$ cat src/rtl/simt_reconv_pkg.sv
package simt_reconv_pkg;
  localparam int LANES = 32;
  localparam int PC_W  = 32;

  typedef logic [LANES-1:0] lane_mask_t;
  typedef logic [PC_W-1:0]  pc_t;

  typedef struct packed {
    pc_t        pc;
    lane_mask_t mask;
    pc_t        rpc;
  } frame_t;

  function automatic pc_t pc_step(pc_t cur, pc_t step);
    return cur + step;
  endfunction

  // lanes whose index has bit b set
  function automatic lane_mask_t lane_bit_select(int unsigned b);
    lane_mask_t m;
    for (int i = 0; i < LANES; i++) m[i] = ((i >> b) & 1) != 0;
    return m;
  endfunction
endpackage

$ cat src/rtl/simt_branch_split.sv
module simt_branch_split
  import simt_reconv_pkg::*;
(
  input  lane_mask_t cur_mask,
  input  lane_mask_t pred,
  output lane_mask_t taken,
  output lane_mask_t not_taken,
  output logic       all_taken,
  output logic       none_taken,
  output logic       divergent
);
  always_comb begin
    taken      = pred & cur_mask;
    not_taken  = ~pred & cur_mask;
    all_taken  = (not_taken == '0);
    none_taken = (taken == '0);
    divergent  = !all_taken && !none_taken;
  end
endmodule

$ cat src/rtl/simt_frame_stack.sv
module simt_frame_stack
  import simt_reconv_pkg::*;
#(
  parameter int DEPTH = 4,
  parameter int CNT_W = $clog2(DEPTH + 1)
) (
  input  logic             clk,
  input  logic             rst_n,
  input  logic             push_pair,
  input  frame_t           push_lo,
  input  frame_t           push_hi,
  input  logic             pop,
  output frame_t           top,
  output logic [CNT_W-1:0] count,
  output logic             room_pair
);
  frame_t slot [DEPTH];

  assign room_pair = (32'(count) + 2) <= DEPTH;

  for (genvar s = 0; s < DEPTH; s++) begin : g_slot
    logic wr_lo, wr_hi;
    assign wr_lo = push_pair && (32'(count) == s);
    assign wr_hi = push_pair && (32'(count) + 1 == s);
    always_ff @(posedge clk) begin
      if (!rst_n)     slot[s] <= '0;
      else if (wr_lo) slot[s] <= push_lo;
      else if (wr_hi) slot[s] <= push_hi;
    end
  end

  always_comb begin
    top = '0;
    for (int s = 0; s < DEPTH; s++)
      if (32'(count) == s + 1) top = slot[s];
  end

  always_ff @(posedge clk) begin
    if (!rst_n)                    count <= '0;
    else if (push_pair)            count <= count + CNT_W'(2);
    else if (pop && count != '0)   count <= count - CNT_W'(1);
  end
endmodule

$ cat src/rtl/simt_reconv_unit.sv
module simt_reconv_unit
  import simt_reconv_pkg::*;
#(
  parameter logic [31:0] RESET_PC = 32'h0000_0100,
  parameter logic [31:0] PC_STEP  = 32'd4,
  parameter int          DEPTH    = 4,
  localparam int         CNT_W    = $clog2(DEPTH + 1)
) (
  input  logic        clk,
  input  logic        rst_n,
  input  logic        br_valid,
  input  logic [31:0] br_pred,
  input  logic [31:0] br_target,
  input  logic [31:0] br_fallthru,
  input  logic [31:0] br_reconv,
  input  logic        pc_adv,
  output logic [31:0] warp_pc,
  output logic [31:0] active_mask,
  output logic        stack_overflow
);
  pc_t        cur_pc, cur_rpc;
  lane_mask_t cur_mask;
  logic       err_q;

  lane_mask_t taken, not_taken;
  logic       all_taken, none_taken, divergent;

  frame_t           top_frame, push_lo, push_hi;
  logic [CNT_W-1:0] stack_depth;
  logic             room_pair;

  // named internal events
  logic at_reconv, do_branch, do_diverge, overflow_hit, do_step;

  simt_branch_split u_split (
    .cur_mask   (cur_mask),
    .pred       (br_pred),
    .taken      (taken),
    .not_taken  (not_taken),
    .all_taken  (all_taken),
    .none_taken (none_taken),
    .divergent  (divergent)
  );

  assign at_reconv    = (stack_depth != '0) && (cur_pc == cur_rpc);
  assign do_branch    = br_valid && !at_reconv;
  assign do_diverge   = do_branch && divergent && room_pair;
  assign overflow_hit = do_branch && divergent && !room_pair;
  assign do_step      = pc_adv && !br_valid && !at_reconv;

  assign push_lo = '{pc: br_reconv,   mask: cur_mask,  rpc: cur_rpc};
  assign push_hi = '{pc: br_fallthru, mask: not_taken, rpc: br_reconv};

  simt_frame_stack #(.DEPTH(DEPTH), .CNT_W(CNT_W)) u_stack (
    .clk       (clk),
    .rst_n     (rst_n),
    .push_pair (do_diverge),
    .push_lo   (push_lo),
    .push_hi   (push_hi),
    .pop       (at_reconv),
    .top       (top_frame),
    .count     (stack_depth),
    .room_pair (room_pair)
  );

  always_ff @(posedge clk) begin
    if (!rst_n) begin
      cur_pc   <= RESET_PC;
      cur_mask <= '1;
      cur_rpc  <= '1;
      err_q    <= 1'b0;
    end else begin
      if (overflow_hit) err_q <= 1'b1;
      if (at_reconv) begin
        cur_pc   <= top_frame.pc;
        cur_mask <= top_frame.mask;
        cur_rpc  <= top_frame.rpc;
      end else if (do_branch) begin
        if (do_diverge) begin
          cur_pc   <= br_target;
          cur_mask <= taken;
          cur_rpc  <= br_reconv;
        end else if (!divergent) begin
          cur_pc <= all_taken ? br_target : br_fallthru;
        end
      end else if (do_step) begin
        cur_pc <= pc_step(cur_pc, PC_STEP);
      end
    end
  end

  assign warp_pc        = cur_pc;
  assign active_mask    = cur_mask;
  assign stack_overflow = err_q;
endmodule

$ cat config.mk
export PLATFORM = sky130hd
export DESIGN_NAME = simt_reconv_unit
export DESIGN_NICKNAME = d
export VERILOG_FILES = /design/src/rtl/simt_reconv_pkg.sv /design/src/rtl/simt_branch_split.sv /design/src/rtl/simt_frame_stack.sv /design/src/rtl/simt_reconv_unit.sv
export SDC_FILE = /design/constraint.sdc
export NUM_CORES = 1
export LEC_CHECK = 0
export BUFFER_PORTS_ARGS = -buffer_cell sky130_fd_sc_hd__buf_2
export CAP_MARGIN = 20
export CORE_MARGIN = 2
export CORE_UTILIZATION = 53
export DETAILED_ROUTE_END_ITERATION = 10
export GPL_TIMING_DRIVEN = 0
export PLACE_DENSITY = 0.72
export SLEW_MARGIN = 0
export SYNTH_ARGS = -nofsm -noshare
export SYNTH_HDL_FRONTEND = slang
export SYNTH_SLANG_ARGS = --single-unit
$ cat constraint.sdc
create_clock -name clk -period 23.8 [get_ports clk]
set_input_delay 2.38 -clock clk [delete_from_list [all_inputs] [get_ports clk]]
set_output_delay 2.38 -clock clk [all_outputs]
set_load 0.005 [all_outputs]
==> flow_metrics.tcl <==
set metrics [dict create \
    grtUsageMet3 0.0834 \
    max_freq_mhz 173 \
    slew_viol_final 0 \
    hp-class "reg2reg" \
    rsz0062_at_grt "no" \
    syn_avg_cell_area_sq_um 11.1 \
    power.switching_uw 695 \
    yosysSeqAreaShare 0.548 \
    syn_inst 2215 \
    initial_utilization 0.533 \
    gr-total-overflow 0 \
    cpLargestDelayFamily "buffers and inverters" \
    pwr-share-comb 0.177 \
    ys_async_sr_fraction 0 \
    synth-compound-area-share 0.278 \
    die_w_um 220 \
    grt_antenna_before_repair 4 \
    top_usage_layer "met2" \
    crit_buf_inv 5 \
    core_sq_mm 0.0463 \
    yosys.area_share.adder 0.00456 \
    fin_ws_ns 18.02 \
    fin_util 0.615 \
    yosys.area.top_type "edfxtp_1" \
    synth_area_leaders "edfxtp_1 47%, a22o_1 9.1%, dfxtp_1 8.1%" \
    worst_pin_slew_ns 1.35 \
    p_leak_uw 0.0103 \
    crit_arrival_ns 6.10 \
    clock-skew-final_ns 0.0279 \
    synth.most_common_cell "edfxtp_1" \
    muxShareOfSynthArea 0.0138 \
    drt_pass1_iterations 6 \
    crit_required_ns 24.12 \
    dr.first_iter.drc_count 3361 \
    clock_path_buffers 3 \
    rows 79 \
    cts_inserted_buffers 53 \
    crit_path_cell_trace "buf_2, nor2b_1, nor4_1, and4_1, a211oi_4, nand2_1, buf_4, buf_2, o21ai_4, buf_12, buf_16" \
    cts_resized 0 \
    worstSkewPairLatency_ns 0.64 \
    drive_gt1_frac 0.138 \
    die_area_sq_mm 0.0483 \
    cp_max_fo 19 \
    max_stage_delay_ns 0.73 \
    fin_nets 2593 \
    ant_nets 0 \
    maxCapViolations 0 \
    gp_congestion 0.997 \
    setup.worst_path.start_class "input pin" \
    cts_root_buf "clkbuf_16" \
    cts.sinks 484 \
    grt_pass1_vias 20800 \
    outcome "finished, final reports clean" \
    p_per_area_mw_per_mm2 83.7 \
    grt_max_degree 36 \
    placed_area_sq_mm 0.0267 \
    syn2layout_area_growth_pct 15.3 \
    end_kind "flop" \
    routed_wl_um 97900 \
    synth_fp_nets 2356 \
    p_sw_frac 0.292 \
    p_int_uw 1690 \
    ir_drop_mv 0.0624 \
    post-cts-setup-buffer-count 0 \
    hold_buffers 0 \
    use_met2 0.639 \
    synth_flop_cell "edfxtp_1" \
    crit_slowest_cell "o21ai_4" \
    path_class "in2reg" \
    final_area_sq_mm 0.0285 \
    vias 22200 \
    avgRoutedWirePerCell_um 31.5 \
    hpwl_um 67700 \
    synth_edf_count 384 \
    synthXorXnorAreaFrac 0.0146 \
    finalCritPeriodShare 0.243 \
    crit_top_cell "buf_2" \
    globalRouteMet1Util 0.523 \
    post-synth-top-area-fraction 0.467 \
    setup_viol 0 \
    grt_pass1_wl_um 139000 \
    viasPerCell 7.13 \
    synth.distinct_cells 63 \
    cts_tree "built" \
    power_uw 2380 \
    p_seq_frac 0.468 \
    synth_warnings 0 \
    hold_viol 0 \
    place_ws_ns 17.56 \
    synthSimpleGateAreaFrac 0.0975 \
    finalCriticalPeriod_ns 5.78 \
    clk_pin_slew_worst_paths_ns 0.06 \
    io_pins 197 \
    synth_top_family_by_area "compound AO/OA/AOI/OAI gates" \
    ys_ff_latch 484 \
    die_h_um 220 \
    grt.total_usage 0.400 \
    drc 0 \
    slew_headroom 0.100 \
    syn-cell-area_sq_mm 0.0247 \
    tns_ns 0 \
    port_buffers 164 \
    synth_top_cells_by_count "384 x edfxtp_1, 256 x a22o_1, 169 x nor2_1, 159 x clkbuf_1, 149 x o211ai_1" \
    h-tree-depth 2 \
    clock_power_share 0.354 \
]
[worst min-delay path, stage by stage, from the launching register on]
cell and delay, ns:
dfxtp_1 0.33, a21oi_1 0.04, nor2_1 0.07
[metrics by stage]
step / hold slack [ns] / instances
2_1_floorplan: 0.460 / 2215
3_3_place_gp: 0.452 / 2986
3_5_place_dp: 0.455 / 3004
4_1_cts: 0.471 / 3102
5_1_grt: 0.499 / 3103
6_report: 0.472 / 3107
[logic make-up (layout without fill, tap and decap cells)]
group	after synthesis	in the layout
other	0	5
multiplexers	34	34
XOR/XNOR	41	41
flip-flops	484	484
AND/OR/NAND/NOR	513	513
adder cells (fa/ha/maj)	9	9
buffers and inverters	254	534
AO/OA/AOI/OAI	880	880
[final cells by class]
| type | count | area (sq um) |
|---|---|---|
| plain buffers | 239 | 1000 |
| inverters | 15 | 56.3 |
| repair buffers | 182 | 1230 |
| well taps | 607 | 759 |
| fillers | 3837 | 17800 |
| flip-flops and latches | 484 | 13500 |
| diodes | 5 | 12.5 |
| multi-input cells | 1477 | 10100 |
| clock buffers | 80 | 1500 |
| clock inverters | 18 | 243 |
[sequential cells by signal (all words and copies together), names as in the netlist]
signal          cells
active_mask        32
cur_rpc            32
stack_overflow      1
u_stack.count       3
u_stack.slot      384
warp_pc            32
[power groups by stage]
stage,Sequential [uW],Combinational [uW],Clock (uW)
floorplan,1120,235,0
global placement,1160,376,0
detailed placement,1130,406,0
CTS,1110,408,838
global route,1120,440,869
finish,1120,422,844
[path summary, 6_finish.rpt]
kind | startpoint | end | slack [ns] | depth (start not counted)
max reg2reg | u_stack.count[0]$_SDFFE_PN0P_ | warp_pc[26]$_SDFFE_PN0P_ | 19.15 | 10
max | br_pred[9] | u_stack.slot[1][8]$_DFFE_PP_ | 18.02 | 11
min reg2reg | stack_overflow$_SDFFE_PN0P_ | stack_overflow$_SDFFE_PN0P_ | 0.47 | 2
min | stack_overflow$_SDFFE_PN0P_ | stack_overflow$_SDFFE_PN0P_ | 0.47 | 2
[layout by cell type (no fill, tap or decap), types with 6 or more instances in the layout]
master	n
a21oi_1	26
a221o_1	8
a221oi_1	27
a22o_1	256
a22oi_1	137
a311oi_1	15
a32oi_1	9
and3_1	14
and4_1	7
buf_1	8
buf_12	6
buf_16	10
buf_2	232
buf_4	6
clkbuf_1	179
clkbuf_16	53
clkbuf_8	7
dfxtp_1	100
edfxtp_1	384
ha_1	9
inv_1	14
mux2i_1	34
nand2_1	134
nand3_1	52
nand4_1	17
nor2_1	169
nor2b_1	37
nor3_1	30
nor4_1	25
o211ai_1	149
o21a_1	129
o21ai_0	46
o221ai_1	9
o31ai_1	22
xnor2_1	39
[routing by layer]
metal,routed length (um),share of wire,up-vias
li1,-,-,9248
met1,36200,0.37,10800
met2,44900,0.46,1709
met3,11700,0.12,349
met4,5180,0.053,2
met5,12,0.00012,-
No activity file was read; power rests on OpenSTA's default activity.
